## config.mk

```make
export PLATFORM = sky130hd
export DESIGN_NAME = hp_cmd_exec
export DESIGN_NICKNAME = d
export VERILOG_FILES = /design/src/rtl/hp_cmd_pkg.sv /design/src/rtl/hp_cmd_decode.sv /design/src/rtl/hp_slot_unit.sv /design/src/rtl/hp_cmd_events.sv /design/src/rtl/hp_cmd_exec.sv
export SDC_FILE = /design/constraint.sdc
export NUM_CORES = 1
export LEC_CHECK = 0
export BUFFER_PORTS_ARGS = -buffer_cell sky130_fd_sc_hd__clkbuf_2
export CORE_UTILIZATION = 54
export DETAILED_ROUTE_END_ITERATION = 8
export GPL_ROUTABILITY_DRIVEN = 0
export GPL_TIMING_DRIVEN = 0
export PLACE_DENSITY = 0.85
export SLEW_MARGIN = 0
export SYNTH_ARGS = -nofsm -noshare
export SYNTH_HDL_FRONTEND = slang
export SYNTH_SLANG_ARGS = --single-unit
```

## constraint.sdc

```tcl
create_clock -name clk -period 3.5 [get_ports clk]
set_input_delay 0.7 -clock clk [delete_from_list [all_inputs] [get_ports clk]]
set_output_delay 0.7 -clock clk [all_outputs]
set_load 0.01 [all_outputs]
```

## src/rtl/hp_cmd_pkg.sv

```systemverilog
package hp_cmd_pkg;

  typedef enum logic [2:0] {
    OP_SLOT, OP_MODE_A, OP_MODE_B, OP_ALL_PWR,
    OP_ALL_EN, OP_BAD_SPEED, OP_BAD_CMD, OP_VENDOR
  } op_kind_e;

  localparam logic [1:0] FLD_KEEP    = 2'd0;
  localparam logic [1:0] ST_PWRONLY  = 2'd1;
  localparam logic [1:0] ST_ENABLED  = 2'd2;
  localparam logic [1:0] ST_DISABLED = 2'd3;
  localparam logic [1:0] IND_OFF     = 2'd3;

  // bit positions inside the 3-bit error code
  localparam int ERR_LATCH = 0;
  localparam int ERR_CMD   = 1;
  localparam int ERR_SPEED = 2;

  // opcode class by range
  function automatic op_kind_e classify(input logic [7:0] op);
    if (op < 8'h40)       return OP_SLOT;
    else if (op < 8'h45)  return OP_MODE_A;
    else if (op < 8'h48)  return OP_BAD_SPEED;
    else if (op == 8'h48) return OP_ALL_PWR;
    else if (op == 8'h49) return OP_ALL_EN;
    else if (op < 8'h50)  return OP_BAD_CMD;
    else if (op < 8'h5E)  return OP_MODE_B;
    else if (op < 8'h60)  return OP_BAD_SPEED;
    else if (op < 8'hC0)  return OP_BAD_CMD;
    else                  return OP_VENDOR;
  endfunction

  // mode code carried by a speed/mode opcode
  function automatic logic [3:0] mode_of(input logic [7:0] op);
    return (op[7:4] == 4'h4) ? {1'b0, op[2:0]} : op[3:0];
  endfunction

  // state field that needs a closed latch
  function automatic logic needs_latch(input logic [1:0] st);
    return (st == ST_PWRONLY) || (st == ST_ENABLED);
  endfunction

endpackage

```

## src/rtl/hp_cmd_decode.sv

```systemverilog
module hp_cmd_decode
  import hp_cmd_pkg::*;
#(
  parameter int NSLOT = 4
) (
  input  logic [15:0]      cmd,
  input  logic [NSLOT-1:0] latch_open,
  output logic [2:0]       err,
  output logic [NSLOT-1:0] apply,
  output logic [1:0]       st_new,
  output logic [1:0]       pwr_new,
  output logic [1:0]       attn_new,
  output logic             mode_wr,
  output logic [3:0]       mode_val
);
  localparam logic [7:0] NS8 = 8'(NSLOT);

  logic [7:0]       op;
  logic [7:0]       tgt;
  logic             slot_ok;
  logic [NSLOT-1:0] sel;
  logic             latch_hit;
  op_kind_e         kind;

  assign op       = cmd[7:0];
  assign tgt      = cmd[15:8];
  assign slot_ok  = (tgt != 8'd0) && (tgt <= NS8);
  assign kind     = classify(op);
  assign mode_val = mode_of(op);

  always_comb begin
    for (int i = 0; i < NSLOT; i++) sel[i] = slot_ok && (tgt == 8'(i + 1));
  end
  assign latch_hit = |(sel & latch_open);

  always_comb begin
    err      = '0;
    apply    = '0;
    st_new   = FLD_KEEP;
    pwr_new  = FLD_KEEP;
    attn_new = FLD_KEEP;
    mode_wr  = 1'b0;
    unique case (kind)
      OP_SLOT: begin
        if (!slot_ok) err[ERR_CMD] = 1'b1;
        else if (needs_latch(op[1:0]) && latch_hit) err[ERR_LATCH] = 1'b1;
        else begin
          apply    = sel;
          st_new   = op[1:0];
          pwr_new  = op[3:2];
          attn_new = op[5:4];
        end
      end
      OP_ALL_PWR, OP_ALL_EN: begin
        if (|latch_open) err[ERR_LATCH] = 1'b1;
        else begin
          apply  = '1;
          st_new = (kind == OP_ALL_PWR) ? ST_PWRONLY : ST_ENABLED;
        end
      end
      OP_MODE_A, OP_MODE_B: mode_wr = 1'b1;
      OP_BAD_SPEED:         err[ERR_SPEED] = 1'b1;
      OP_BAD_CMD:           err[ERR_CMD] = 1'b1;
      default: ;
    endcase
  end
endmodule

```

## src/rtl/hp_slot_unit.sv

```systemverilog
module hp_slot_unit
  import hp_cmd_pkg::*;
#(
  parameter int PWR_DLY = 8
) (
  input  logic       clk,
  input  logic       rst_n,
  input  logic       apply,
  input  logic [1:0] st_new,
  input  logic [1:0] pwr_new,
  input  logic [1:0] attn_new,
  output logic [1:0] state,
  output logic [1:0] pwr,
  output logic [1:0] attn,
  output logic       pgood
);
  localparam int DW = $clog2(PWR_DLY + 1);

  logic [DW-1:0] dly_q;

  always_ff @(posedge clk) begin
    if (!rst_n) begin
      state <= ST_DISABLED;
      pwr   <= IND_OFF;
      attn  <= IND_OFF;
    end else if (apply) begin
      if (st_new   != FLD_KEEP) state <= st_new;
      if (pwr_new  != FLD_KEEP) pwr   <= pwr_new;
      if (attn_new != FLD_KEEP) attn  <= attn_new;
    end
  end

  // power-up delay: counts while the slot is out of the disabled state
  always_ff @(posedge clk) begin
    if (!rst_n || state == ST_DISABLED) begin
      dly_q <= '0;
      pgood <= 1'b0;
    end else if (!pgood) begin
      if (dly_q == DW'(PWR_DLY - 1)) pgood <= 1'b1;
      else dly_q <= dly_q + 1'b1;
    end
  end
endmodule

```

## src/rtl/hp_cmd_events.sv

```systemverilog
module hp_cmd_events (
  input  logic        clk,
  input  logic        rst_n,
  input  logic        ctl_wr,
  input  logic [31:0] ctl_wdata,
  input  logic        cmd_done,
  output logic [31:0] ctl_rdata,
  output logic        cmd_irq
);
  logic [3:0] mask_q;
  logic       det_q;
  logic       unused_wdata;

  assign unused_wdata = ^{ctl_wdata[31:17], ctl_wdata[15:4]};

  always_ff @(posedge clk) begin
    if (!rst_n) mask_q <= 4'hF;
    else if (ctl_wr) mask_q <= ctl_wdata[3:0];
  end

  // completion wins over a same-cycle clear
  always_ff @(posedge clk) begin
    if (!rst_n) det_q <= 1'b0;
    else if (cmd_done) det_q <= 1'b1;
    else if (ctl_wr && ctl_wdata[16]) det_q <= 1'b0;
  end

  assign ctl_rdata = {15'd0, det_q, 12'd0, mask_q};
  assign cmd_irq   = det_q & ~mask_q[2] & ~mask_q[0];
endmodule

```

## src/rtl/hp_cmd_exec.sv

```systemverilog
module hp_cmd_exec
  import hp_cmd_pkg::*;
#(
  parameter int NSLOT    = 4,
  parameter int BUSY_CYC = 4,
  parameter int PWR_DLY  = 8
) (
  input  logic               clk,
  input  logic               rst_n,
  input  logic               cmd_wr,
  input  logic [15:0]        cmd_data,
  input  logic               ctl_wr,
  input  logic [31:0]        ctl_wdata,
  input  logic [NSLOT-1:0]   latch_open,
  output logic [3:0]         cmd_status,
  output logic [31:0]        ctl_rdata,
  output logic               cmd_irq,
  output logic [2*NSLOT-1:0] slot_state,
  output logic [2*NSLOT-1:0] pwr_ind,
  output logic [2*NSLOT-1:0] attn_ind,
  output logic [NSLOT-1:0]   slot_pgood,
  output logic [3:0]         bus_mode
);
  localparam int CW = $clog2(BUSY_CYC + 1);

  logic          busy_q;
  logic [CW-1:0] cnt_q;
  logic [15:0]   cmd_q;
  logic [2:0]    err_q;
  logic [3:0]    mode_q;

  // named internal events
  logic             cmd_accept;
  logic             cmd_done;
  logic [2:0]       dec_err;
  logic [NSLOT-1:0] dec_apply;
  logic [1:0]       dec_st, dec_pwr, dec_attn;
  logic             dec_mode_wr;
  logic [3:0]       dec_mode;

  assign cmd_accept = cmd_wr & ~busy_q;
  assign cmd_done   = busy_q & (cnt_q == '0);

  always_ff @(posedge clk) begin
    if (!rst_n) begin
      busy_q <= 1'b0;
      cnt_q  <= '0;
      cmd_q  <= '0;
      err_q  <= '0;
      mode_q <= '0;
    end else if (cmd_accept) begin
      busy_q <= 1'b1;
      cnt_q  <= CW'(BUSY_CYC - 1);
      cmd_q  <= cmd_data;
      err_q  <= '0;
    end else if (cmd_done) begin
      busy_q <= 1'b0;
      err_q  <= dec_err;
      if (dec_mode_wr) mode_q <= dec_mode;
    end else if (busy_q) begin
      cnt_q <= cnt_q - 1'b1;
    end
  end

  hp_cmd_decode #(.NSLOT(NSLOT)) u_dec (
    .cmd        (cmd_q),
    .latch_open (latch_open),
    .err        (dec_err),
    .apply      (dec_apply),
    .st_new     (dec_st),
    .pwr_new    (dec_pwr),
    .attn_new   (dec_attn),
    .mode_wr    (dec_mode_wr),
    .mode_val   (dec_mode)
  );

  for (genvar k = 0; k < NSLOT; k++) begin : g_slot
    hp_slot_unit #(.PWR_DLY(PWR_DLY)) u_slot (
      .clk      (clk),
      .rst_n    (rst_n),
      .apply    (cmd_done & dec_apply[k]),
      .st_new   (dec_st),
      .pwr_new  (dec_pwr),
      .attn_new (dec_attn),
      .state    (slot_state[2*k +: 2]),
      .pwr      (pwr_ind[2*k +: 2]),
      .attn     (attn_ind[2*k +: 2]),
      .pgood    (slot_pgood[k])
    );
  end

  hp_cmd_events u_evt (
    .clk       (clk),
    .rst_n     (rst_n),
    .ctl_wr    (ctl_wr),
    .ctl_wdata (ctl_wdata),
    .cmd_done  (cmd_done),
    .ctl_rdata (ctl_rdata),
    .cmd_irq   (cmd_irq)
  );

  assign cmd_status = {err_q, busy_q};
  assign bus_mode   = mode_q;
endmodule

```

Yosys cells after proc, flatten, opt, wreduce, memory -nomap -nowiden
Index checks and enable logic that the tools add are counted.
Storage, ports and cells
  input port bits: 56
  output and inout bits: 69
  flip-flop bits (word level): 76
Cells by class
  reductions and logical operators: 46
  bitwise gates (word level): 23
  add/sub/neg operators: 5
  mux-type cells: 48
  equality and inequality tests: 24
  $lt $le $gt $ge: 8
Operator list (count)
  $lt A8 B7 Y1 const B: 6
  $reduce_and A2 Y1: 18
  $mux W2: 13
  $mux W3: 8
  $eq A4 B3 Y1 const B: 5
  $mux W1: 19
  $add A4 B1 Y4 const B: 4
  $eq A8 B2 Y1 const B: 2
  $eq A8 B7 Y1 const B: 2
  $mux W4: 4
  $not A1 Y1: 14
  $reduce_bool A2 Y1: 6
  $eq A2 B2 Y1 const B: 5
  $eq A3 B3 Y1 const B: 3
  $and A1 B1 Y1: 8
  $eq A8 B1 Y1 const B: 1
  $eq A8 B3 Y1 const B: 1
  $le A8 B3 Y1 const B: 1
  $lt A8 B8 Y1 const B: 1
  $pmux W4 S2: 1
  $reduce_bool A8 Y1: 1
  $reduce_or A4 Y1: 2
  $logic_and A1 B1 Y1: 7
  $eq A3 B2 Y1 const B: 2
  other kinds (12): 20

Longest topological paths before layout
Gate-level depths: netlist (run 1).
  depth after elaboration: 16
  mapped depth: 9
  gate-level depth less buffers: 8

Cells and area by module
From an unflattened synthesis (run 1), not the netlist that was laid out.
Second synthesis, totals
  cell total of the unflattened synthesis: 455
  area, all modules: 3786.1 µm²
Modules (own cells, without submodules)
  hp_slot_unit: sequential area each 220.2 µm², times used 4, cells each 51, area an instance 425.4 µm²
  hp_cmd_exec: sequential area each 540.5 µm², times used 1, cells each 128, area an instance 1158.6 µm²
  hp_cmd_decode: sequential area each 0.0 µm², times used 1, cells each 76, area an instance 523.0 µm²
  hp_cmd_events: sequential area each 100.1 µm², times used 1, cells each 47, area an instance 402.9 µm²

Worst setup path before layout (run 1)
OpenSTA, ideal clock, no wires.
  path kind: register -> register
  start: register cmd_q[6]
  end: register g_slot[2].u_slot.state[0]
  data required time: 3.386 ns
  clock period less this slack: 2.196 ns
  arrival: 2.082 ns
  stages on the path, launching flop included: 10
  slack: 1.304 ns
  cells stage by stage: dfxtp_1 > buf_4 > or4b_1 > buf_6 > nor3_4 > o21ai_1 > and2_1 > buf_2 > or2_1 > a21o_1
Between the ends
  longest elaborated chain between the ends: 16
  elaborated cells between the ends (all ways): 29
  those cells by class: 7 x order compare; 4 x eq/ne; 13 x mux; 1 x bitwise; 4 x reduce/logical
Ends and longest elaborated chain
  start, declared: line hp_cmd_exec.sv:28  | logic [15:0] cmd_q;
  start signal, assigned: line hp_cmd_exec.sv:54  | cmd_q <= cmd_data;
  $lt A8 B8 Y1: line hp_cmd_pkg.sv:29  | else if (op < 8'hC0) return OP_BAD_CMD;
  $mux W1: line hp_cmd_pkg.sv:29
  $mux W3: line hp_cmd_pkg.sv:28  | else if (op < 8'h60) return OP_BAD_SPEED;
  $mux W3: line hp_cmd_pkg.sv:27  | else if (op < 8'h5E) return OP_MODE_B;
  $mux W3: line hp_cmd_pkg.sv:26  | else if (op < 8'h50) return OP_BAD_CMD;
  $mux W3: line hp_cmd_pkg.sv:25  | else if (op == 8'h49) return OP_ALL_EN;
  $mux W3: line hp_cmd_pkg.sv:24  | else if (op == 8'h48) return OP_ALL_PWR;
  $mux W3: line hp_cmd_pkg.sv:23  | else if (op < 8'h48) return OP_BAD_SPEED;
  $mux W3: line hp_cmd_pkg.sv:22  | else if (op < 8'h45) return OP_MODE_A;
  $mux W3 *: line hp_cmd_pkg.sv:21  | if (op < 8'h40) return OP_SLOT;
  $eq A3 B2 Y1: line hp_cmd_decode.sv:43, hp_cmd_decode.sv:58
  $mux W2: line hp_cmd_decode.sv:58  | st_new = (kind == OP_ALL_PWR) ? ST_PWRONLY : ST_ENABLED;
  $mux W2: line hp_cmd_decode.sv:55  | if (|latch_open) err[ERR_LATCH] = 1'b1;
  $pmux W2 S2: line hp_cmd_decode.sv:43  | unique case (kind)
  $reduce_bool A2 Y1: line hp_slot_unit.sv:27  | if (st_new != FLD_KEEP) state <= st_new;
  $reduce_and A2 Y1 (no source line)
  end signal, assigned: line hp_slot_unit.sv:27
  end, declared: line hp_slot_unit.sv:12  | output logic [1:0] state,
Mark *: on every way between the ends. The rest lies on a longest branch, timed or not.
A chain may end at the register's enable or synchronous reset.

Final worst setup path (run 1)
  start: register cmd_q[15]
  end: register g_slot[0].u_slot.state[0]
Between the ends
  longest elaborated chain between the ends: 11
  elaborated cells between the ends (all ways): 23
  those cells by class: 1 x order compare; 4 x eq/ne; 6 x mux; 2 x bitwise; 10 x reduce/logical
Ends and longest elaborated chain
  $le A8 B3 Y1 / $reduce_bool A8 Y1 (equally long branches): line hp_cmd_decode.sv:27  | assign slot_ok = (tgt != 8'd0) && (tgt <= NS8);
  $logic_and A1 B1 Y1: line hp_cmd_decode.sv:27
  $logic_and A1 B1 Y1: line hp_cmd_decode.sv:32  | for (int i = 0; i < NSLOT; i++) sel[i] = slot_ok && (tgt == 8'(i + 1));
  $and A4 B4 Y4: line hp_cmd_decode.sv:34  | assign latch_hit = |(sel & latch_open);
  $reduce_or A4 Y1: line hp_cmd_decode.sv:34
  $logic_and A1 B1 Y1: line hp_cmd_decode.sv:46  | else if (needs_latch(op[1:0]) && latch_hit) err[ERR_LATCH] = 1'b1;
  $mux W2 / $mux W4 (equally long branches): line hp_cmd_decode.sv:46
  $mux W2 / $mux W4 (equally long branches): line hp_cmd_decode.sv:45  | if (!slot_ok) err[ERR_CMD] = 1'b1;
  $pmux W2 S2 / $pmux W4 S2 (equally long branches): line hp_cmd_decode.sv:43
  $reduce_bool A2 Y1 / $and A1 B1 Y1 (equally long branches): line hp_slot_unit.sv:27, hp_cmd_exec.sv:81
  $reduce_and A2 Y1 (no source line)
  end signal, assigned: line hp_slot_unit.sv:27
  end, declared: line hp_slot_unit.sv:12
Parallel ways exist; a longest one is shown, timed or not.

==> metrics, run 1 <==
status=finished, violations left; failing checks=design-rule violations; Cell Pwr Density=417 nW/um2; unrepaired setup endpoints after global routing=false; Final Max Slew Viols=0; DRC=8; CP Max Fanout=8; Startpoint Class=flip-flop; clk sinks=76; total number of vias=3149; Synth top area share=about two fifths; reg2reg setup slack=0.99 ns; Hold Vio Cnt, Final=0; Peak Freq=0.399 GHz; CTS max path bufs=2; share of post-route cells with drive strength above 1=approximately 25%; num rows=29; Synth area leader=dfxtp_1; Post-synth EDFFs=0; CTS root buf=clkbuf_8; Ys Warns=0; die extent in x=between 80 and 90 um; xor and xnor fraction of the mapped netlist area=3.11%; Final ANT Viol Nets=0; Setup-failing EPs final=0; drt via density=5.20; Hold Path Stages=2; combinational share of power=about an eighth; part of the power in registers=49.3%; setup_tns=0 ns; largest cells by area after synthesis=dfxtp_1 42%, buf_4 7.2%, nand2_1 7.1%, o211ai_1 4.3%, mux2i_1 3.6%; simple-gate portion of the synthesized area=a little under 20%; Setup CP Type=reg -> reg; Compound-Gate Fraction of Synth Area=18.7%; pin count of the biggest net entering global routing=14; main combinational cell family by area after synthesis=simple AND/OR/NAND/NOR gates; Async S/R FF share, synth=0%; post-DP HPWL=roughly 5800 um; Synth Area in Adders=3.07%; diodes inserted=0; Rel. slew slack=around half; Core ar.=6460 um2; CP Capture Type=flip-flop; postcts setup bufs=0; initial antenna violation count=0; fillers=541; count of cell types in the netlist=52; Die Y=84.4 um; worst min path class=reg -> reg; period utilization=between 70% and 80%; htree depth=3; Non-Filler Instances=roughly 600; static leakage=1.86 nW; measured slew at the worst slew-check pin=between 0.7 and 0.8 ns; DRT Pass-1 Iters=9; final wirelength=7690 um; Seq/Total Area, Yosys=between 40 and 50%; worst vdd ir=351 uV; Synth Instances=about 420; Port Buffers=68; Starting Density=56.7%; post-synthesis mux area share=3.55%; clock-pin slew on the worst setup and hold paths=0.08 ns; Max-cap violations=0; 1st-iter DRT viols=205; Mapped Area=roughly 3700 um2; GR Overflow Total=0; wire per inst=12.7 um; Pint=approximately 1.4 mW; hold buffer count at cts=0; Worst EP required=about 3.7 ns; area delta synth->final=20.5%; Post-CTS Resized=0; number of global-route vias before repair=between 2000 and 3000; switching share of power=25.1%; gr usage total=22.5%; most common flop cell mapped by yosys=dfxtp_1; CTS buffer count=9; most frequent cells in the layout=76 x dfxtp_1, 69 x nand2_1, 68 x clkbuf_2; global-route wire length before repair=about 13000 um; Skew-Pair Late Insertion Delay=0.34 ns; clock network fraction of total power=38.7%; Synth Register Bits=76; WP data arrival=2.75 ns; Post-Route Skew=0.00806 ns; Tmin final=2.51 ns; DIE AREA=just over 7000 um2; cell count after placement=589; leading cell type in the layout, fill and taps excluded=dfxtp_1; Switch Pwr=between 0.4 and 0.5 mW; FF-to-FF path depth=6; CTS tree=done; IO Count=125; Mean Syn Cell Area=8.76 um2; fin nets=588
path summary, 6_finish.rpt:
check,startpoint,endpoint
min,err_q[2],err_q[2]
min reg2reg,err_q[2],err_q[2]
max reg2reg,cmd_q[15],g_slot[0].u_slot.state[0]
max,cmd_q[15],g_slot[0].u_slot.state[0]
routing by layer:
layer	GRT usage, %	share of wire (%)	up-vias	routed length, um
met1	26.4	45	1429	3420
met5	0	0	-	0
met3	5.80	6.0	11	463
met2	39.9	48	114	3690
met4	7.86	1.5	0	114
li1	-	-	1595	-
power groups by stage:
stage          Sequential (mW)  Clock, mW  Combinational [mW]
2_1_floorplan            0.924          0               0.161
3_3_place_gp             0.926          0               0.209
3_5_place_dp             0.927          0               0.216
4_1_cts                  0.907      0.725               0.217
5_1_grt                  0.910      0.763               0.242
6_report                 0.907      0.712               0.221
cell families (layout without fill, tap and decap cells):
group / Yosys count / in the layout
and+or+nand+nor: 146 / 146
buffers and inverters: 66 / 150
muxes: 13 / 13
DFF: 76 / 76
AOI/OAI and AO/OA: 94 / 94
xor gates and xnor gates: 13 / 13
other: 1 / 27
adders and majority gates: 9 / 9
stage by stage:
step	setup WS (ns)	hold WS, ns	utilization [%]	total power [mW]	cell area (um2)
after global routing	0.764	0.481	68.3	1.92	4410
after global placement	0.898	0.443	65.0	1.14	4200
after floorplan	1.30	0.443	-	1.09	3760
after detailed placement	0.898	0.446	65.0	1.14	4200
after CTS	1.01	0.457	68.3	1.85	4410
final	0.994	0.456	68.3	1.84	4410
state kept, by name, indices dropped and copies added, names as in the netlist:
name / cells
g_slot.u_slot.pgood: 4
g_slot.u_slot.state: 8
err_q: 3
bus_mode: 4
busy_q: 1
u_evt.det_q: 1
u_evt.mask_q: 4
cmd_q: 16
cnt_q: 3
g_slot.u_slot.pwr: 8
g_slot.u_slot.attn: 8
g_slot.u_slot.dly_q: 16
synthesized netlist by cell type (2+ instances only):
cell type  instances
nor2b_1            3
buf_2              2
nand2_1           69
and2_1             4
o211a_1            2
or2_1              2
a2111o_1           2
nor2_1            29
nand4_1            6
mux2i_1           13
inv_1             12
a21o_1             3
ha_1               9
xor2_1             4
o31a_1             2
o21ai_1           19
o211ai_1          21
nand3_1            9
o21ai_0            9
nor4_1             2
a31oi_1            4
nor3_4             2
nand3b_1           2
nand2b_1           2
a21oi_1            4
nor3_1             6
nand4bb_1          3
xnor2_1            9
a21boi_0          17
buf_4             35
clkbuf_1          16
dfxtp_1           76
critical path: stages, from the launching register on:
cell and delay, ns:
dfxtp_1 0.32, nor4_1 0.46, nor2b_1 0.35, a311oi_2 0.25, a32oi_1 0.65, o21ai_0 0.20
a21o_1 0.18
cell type report:
type	instances	area (um2)	share of cell area [%]
inverters	12	45.0	1.02
flip-flops and latches	76	1520	34.5
multi-input cells	302	1850	41.9
repair buffers	68	340	7.71
clock inverters	7	91.3	2.07
plain buffers	54	344	7.80
clock buffers	9	124	2.81
well taps	77	96.3	2.18
(Power assumes the default switching activity.)
==> inputs of run 2 (changes only) <==
Settings changed: CORE_UTILIZATION 54 to 50, PLACE_DENSITY 0.85 to 0.8.
Clock period 3.5 ns to 2.6 ns, I/O delays scaled along.
==> metrics, run 2 (synthesis gave the netlist of run 1 again) <==
IO Count=125 (unchanged); FF-to-FF path depth=9 (+3); CTS tree=done; Max-cap violations=0 (unchanged); clk sinks=76 (unchanged); share of post-route cells with drive strength above 1=25.0% (+0.047 points); worst-path cell chain=buf_4, or4b_1, buf_6, nor3_4, o21ai_1, o31a_1, clkbuf_1, o21ai_0, o211ai_1; Non-Filler Instances=623 (+3.0%); wire per inst=12.6 um (-0.74%); Post-Route Skew=0.0118 ns (+0.00370 ns); most frequent cells in the layout=76 x dfxtp_1, 69 x nand2_1, 68 x clkbuf_2; measured slew at the worst slew-check pin=0.681 ns (-0.0862 ns); Hold EP=u_evt.mask_q[1]; CTS buffer count=9 (unchanged); leading cell type in the layout, fill and taps excluded=dfxtp_1; die extent in x=87.6 um (+3.8%); Hold Startpoint=ctl_wdata[1]; DRC=0 (-8); num rows=30 (+3.4%); total chip power=2.53 mW (+38%); reg2reg start=cmd_q[6]; Setup-failing EPs final=0 (unchanged); unrepaired setup endpoints after global routing=false; diodes inserted=0 (unchanged); setup_tns=0 ns (unchanged); biggest regs=cmd_q x16, g_slot.u_slot.dly_q x16; cell count after placement=608 (+3.2%); htree depth=3 (unchanged); drt via density=5.06 (-2.8%); clock-pin slew on the worst setup and hold paths=0.08 ns (about the same); Peak Freq=0.412 GHz (+3.3%); Cell Pwr Density=569 nW/um2 (+36%); DIE AREA=7670 um2 (+7.8%); Final ANT Viol Nets=0 (unchanged); Worst EP required=2.82 ns (-0.92 ns); Core ar.=6940 um2 (+7.5%); postcts setup bufs=0 (unchanged); crit path buf inv count=3 (+3); pin count of the biggest net entering global routing=16 (+2); final wirelength=7860 um (+2.2%); Post-CTS Resized=0 (unchanged); worst vdd ir=320 uV (-8.9%); Final Max Slew Viols=0 (unchanged); CP Capture Type=flip-flop; area delta synth->final=21.6%; initial antenna violation count=0 (unchanged); Final Worst Setup Slack=0.175 ns (-0.820 ns); cell family with most CP delay=simple AND/OR/NAND/NOR gates; Hold Path Stages=3 (+1); fin util=64.1% (-4.2 points); GR Overflow Total=0 (unchanged); Tmin final=2.43 ns (-0.0801 ns); period utilization=93.3% (+22 points); reg-to-reg endpoint=g_slot[1].u_slot.state[1]; Skew-Pair Late Insertion Delay=0.35 ns (about the same); WP data arrival=2.64 ns (-0.11 ns); Critical-path top delay cell=or4b_1; Startpoint Class=flip-flop; fin nets=587 (-0.17%); CTS root buf=clkbuf_8; worst min path class=in -> reg; total number of vias=3153 (+0.13%); Die Y=87.6 um (+3.8%); Starting Density=52.7% (-4.0 points); CP Max Fanout=10 (+2); 1st-iter DRT viols=147 (-28%); pre-CTS setup slack=0.108 ns (-0.790 ns); Rel. slew slack=54.2% (+5.3 points); static leakage=1.86 nW (+0.11%); fillers=619 (+14%); hold buffer count at cts=0 (unchanged); Port Buffers=68 (unchanged); global-route wire length before repair=13100 um (+2.9%); Setup CP Type=reg -> reg; status=finished clean; Reg area=1520 um2 (unchanged); Crit path largest cell delay=0.46 ns (-0.19 ns); gr usage total=22.1% (-0.39 points); post-DP HPWL=6010 um (+3.8%); number of global-route vias before repair=2885 (-1.6%); Multi-input gate area=1860 um2 (+0.61%); reg2reg setup slack=0.17 ns (-0.82 ns); CTS max path bufs=2 (unchanged); DRT Pass-1 Iters=4 (-5); Hold Vio Cnt, Final=0 (unchanged)
==> run 2: cell count changes in the layout (fill, tap and decap cells not counted) <==
cell,delta
inv_6,+4
clkbuf_1,-1
a311oi_4,+1
clkinv_4,-1
clkinv_2,-3
a311oi_2,-1
==> run 2: worst max-delay path by stage <==
| stage | cells past startpoint | end | slack (ns) | from |
|---|---|---|---|---|
| floorplan | 9 | g_slot[2].u_slot.state[0] | 0.40 | cmd_q[6] |
| detailed placement | 7 | g_slot[0].u_slot.state[0] | 0.11 | latch_open[0] |
| CTS | 9 | g_slot[0].u_slot.state[0] | 0.12 | cmd_q[6] |
| global route | 9 | g_slot[3].u_slot.state[1] | 0.04 | cmd_q[6] |
| global placement | 7 | g_slot[0].u_slot.state[0] | 0.15 | latch_open[0] |
| finish | 9 | g_slot[1].u_slot.state[1] | 0.17 | cmd_q[6] |
==> run 2: cell type report <==
| class | count | area share, % |
|---|---|---|
| flip-flops and latches | 76 | 34.2 |
| well taps | 96 | 2.70 |
| clock buffers | 9 | 2.78 |
| clock inverters | 7 | 2.30 |
| inverters | 12 | 1.01 |
| repair buffers | 68 | 7.64 |
| plain buffers | 53 | 7.64 |
| multi-input cells | 302 | 41.8 |
==> run 2: through the flow <==
step / hold slack (ns) / cell area, um2
after global placement: 0.446 / 4220
final: 0.389 / 4450
after global routing: 0.382 / 4450
after CTS: 0.380 / 4450
after detailed placement: 0.449 / 4220
after floorplan: 0.443 / 3760
==> run 2: worst reg2reg max path: stages (launching register included) <==
cell	delay [ns]
dfxtp_1	0.31
buf_4	0.15
or4b_1	0.46
buf_6	0.16
nor3_4	0.25
o21ai_1	0.17
o31a_1	0.21
clkbuf_1	0.24
o21ai_0	0.22
o211ai_1	0.11
==> run 2: report_power, final <==
group | internal [mW] | switching, mW
Sequential | 1.19 | 0.0295
Combinational | 0.125 | 0.173
Clock | 0.553 | 0.459
Total | 1.87 | 0.662
==> run 2: per-layer routing <==
metal  GRT usage [%]  wire length, um
met5               0                0
met4            10.4              237
met1            27.2             3520
met3            5.09              387
met2            36.6             3720
==> inputs of run 3 (changes only) <==
Settings changed: CELL_PAD_IN_SITES_DETAIL_PLACEMENT set to 0, CELL_PAD_IN_SITES_GLOBAL_PLACEMENT set to 1, CORE_MARGIN set to 2, CORE_UTILIZATION 50 to 37, PLACE_DENSITY 0.8 to not set, PLACE_DENSITY_LB_ADDON set to 0.1, SYNTH_HIERARCHICAL set to 1.
==> metrics, run 3 <==
status=finished clean; WP data arrival=2.62 ns (-0.02 ns); Synth Instances=455 (+8.9%); Crit path largest cell delay=0.58 ns (+0.12 ns); Final Max Slew Viols=0 (unchanged); Async S/R FF share, synth=0% (unchanged); largest cells by area after synthesis=dfxtp_1 40%, nand2_1 12%, buf_4 6.7%, nand3_1 4.5%, mux2i_1 3.2%; Pint=1.92 mW (+2.7%); htree depth=3 (unchanged); Setup CP Type=reg -> reg; design area=4640 um2 (+4.2%); Critical-path top delay cell=or4_1; CTS root buf=clkbuf_8; placed inst area=4400 um2 (+4.2%); gr usage total=15.5% (-6.6 points); Worst EP required=2.83 ns (about the same); Synth top area share=40.2% (-1.4 points); CP Capture Type=flip-flop; initial antenna violation count=0 (unchanged); setup_tns=0 ns (unchanged); Synth area leader=dfxtp_1; clk sinks=76 (unchanged); Max-cap violations=0 (unchanged); postcts setup bufs=0 (unchanged); switching share of power=25.4% (-0.69 points); most common flop cell mapped by yosys=dfxtp_1; cell family with most CP delay=simple AND/OR/NAND/NOR gates; Ys Warns=6 (+6); worst vdd ir=275 uV (-14%); pin count of the biggest net entering global routing=15 (-1); worst min path class=in -> reg; combinational share of power=12.2% (+0.4 points); diodes inserted=0 (unchanged); Mapped Area=3790 um2 (+3.4%); number of global-route vias before repair=3004 (+4.1%); DIE AREA=11100 um2 (+44%); CP Max Fanout=4 (-6); Starting Density=38.4% (-14 points); Die Y=105 um (+20%); die extent in x=105 um (+20%); CTS tree=done; unrepaired setup endpoints after global routing=false; count of cell types in the netlist=50 (-3.8%); area delta synth->final=22.6%; Seq/Total Area, Yosys=40.2% (-1.4 points); worst-path cell chain=or4_1, nor3_1, nand3_1, o21ai_1, nand2_1, nand2_1, nand3_1; fin nets=625 (+6.5%); 1st-iter DRT viols=92 (-37%); num rows=36 (+20%); final wirelength=8250 um (+5.0%); Post-CTS Resized=0 (unchanged); most frequent cells in the layout=117 x nand2_1, 76 x dfxtp_1, 70 x clkbuf_2; wire per inst=11.8 um (-6.5%); cell with the most instances after synthesis=nand2_1; GR Overflow Total=0 (unchanged); IO Count=125 (unchanged); total number of vias=3207 (+1.7%); Non-Filler Instances=699 (+12%); Mean Syn Cell Area=8.32 um2 (-5.0%); pre-CTS setup slack=-0.00355 ns (-0.111 ns); leading cell type in the layout, fill and taps excluded=nand2_1; Core ar.=9860 um2 (+42%); post-DP HPWL=6400 um (+6.4%); static leakage=2.14 nW (+15%); crit path buf inv count=0 (-3); Final Worst Setup Slack=0.219 ns (+0.0445 ns); cell count after placement=683 (+12%); global-route wire length before repair=13900 um (+6.3%); Startpoint Class=flip-flop; Post-synth EDFFs=0 (unchanged); Post-Route Skew=0.0101 ns (-0.00169 ns); Rel. slew slack=50.9% (-3.3 points); measured slew at the worst slew-check pin=0.730 ns (+0.0495 ns); Port Buffers=69 (+1.5%); DRT Pass-1 Iters=4 (unchanged); CTS max path bufs=2 (unchanged); biggest regs=cmd_q x16, g_slot.u_slot/dly_q x16; Peak Freq=0.420 GHz (+1.9%); period utilization=91.6% (-1.7 points); Tmin final=2.38 ns (-0.0445 ns); clock-pin slew on the worst setup and hold paths=0.08 ns (about the same); share of post-route cells with drive strength above 1=26.9% (+1.8 points); Cell Pwr Density=555 nW/um2 (-2.4%); top cells by count, synth=117 x nand2_1, 76 x dfxtp_1, 34 x buf_4, 34 x nand3_1, 18 x nor2_1; Switch Pwr=0.655 mW (-1.0%); part of the power in registers=47.6% (-0.6 points); Hold Vio Cnt, Final=0 (unchanged); Synth Register Bits=76 (unchanged); DRC=0 (unchanged); hold buffer count at cts=0 (unchanged); drt via density=4.59 (-9.3%); CTS buffer count=9 (unchanged); clock network fraction of total power=40.2% (+0.2 points); Skew-Pair Late Insertion Delay=0.35 ns (about the same); Final ANT Viol Nets=0 (unchanged); Setup-failing EPs final=0 (unchanged)
-- run 3: path summary, 6_finish.rpt --
check / from / endpoint / slack [ns] / cells after the start
setup / recovery: cmd_q[15] / g_slot[1].u_slot/state[1] / 0.22 / 7
hold / removal: ctl_wdata[16] / u_evt/det_q / 0.36 / 2
setup reg to reg: cmd_q[15] / g_slot[1].u_slot/state[1] / 0.22 / 7
hold reg to reg: g_slot[0].u_slot/attn[1] / g_slot[0].u_slot/attn[1] / 0.47 / 2
-- run 3: worst register-to-register path: cells and delay by family (launching register included) --
kind / cells / cell delay [ns]
AOI/OAI and AO/OA: 1 / 0.39
DFF: 1 / 0.32
and+or+nand+nor: 6 / 1.56
-- run 3: power groups by stage --
stage,logic [mW],clock network [mW],registers [mW]
final,0.315,1.04,1.23
after global routing,0.354,1.12,1.23
after CTS,0.315,1.07,1.23
after detailed placement,0.314,0,1.25
after global placement,0.311,0,1.25
after floorplan,0.237,0,1.25
-- run 3: cell type report --
class / count / area (um2)
Tap cell: 133 / 166
Sequential cell: 76 / 1520
Clock inverter: 6 / 95.1
Inverter: 12 / 45.0
Fill cell: 1012 / 5220
Buffer: 47 / 353
Multi-Input combinational cell: 346 / 1980
Clock buffer: 10 / 138
Timing Repair Buffer: 69 / 345
-- run 3: logic make-up (layout without fill, tap and decap cells) --
kind of cell | after synthesis | in the layout | synth area share [%]
AOI/OAI and AO/OA | 65 | 65 | 12.3
adders and majority gates | 8 | 8 | 2.64
and+or+nand+nor | 233 | 233 | 30.8
xor gates and xnor gates | 1 | 1 | 0.231
DFF | 76 | 76 | 40.2
buffers and inverters | 59 | 144 | 10.5
muxes | 12 | 12 | 3.17
other | 1 | 27 | 0.0990
-- run 3: per-layer routing --
metal  wire length (um)  up-vias  GRT usage, %
li1                   -     1708             -
met2               4120       55          27.7
met1               3770     1435          18.3
met4                 85        0          5.33
met5                  0        -             0
met3                279        9          3.24
-- run 3: per-stage QoR --
| step | util [%] | power, mW | hold WS [ns] |
|---|---|---|---|
| final | 47.0 | 2.58 | 0.361 |
| after global routing | 47.0 | 2.71 | 0.349 |
| after CTS | 46.9 | 2.61 | 0.342 |
| after detailed placement | 44.6 | 1.57 | 0.456 |
| after global placement | 44.6 | 1.56 | 0.453 |
| after floorplan | - | 1.48 | 0.448 |
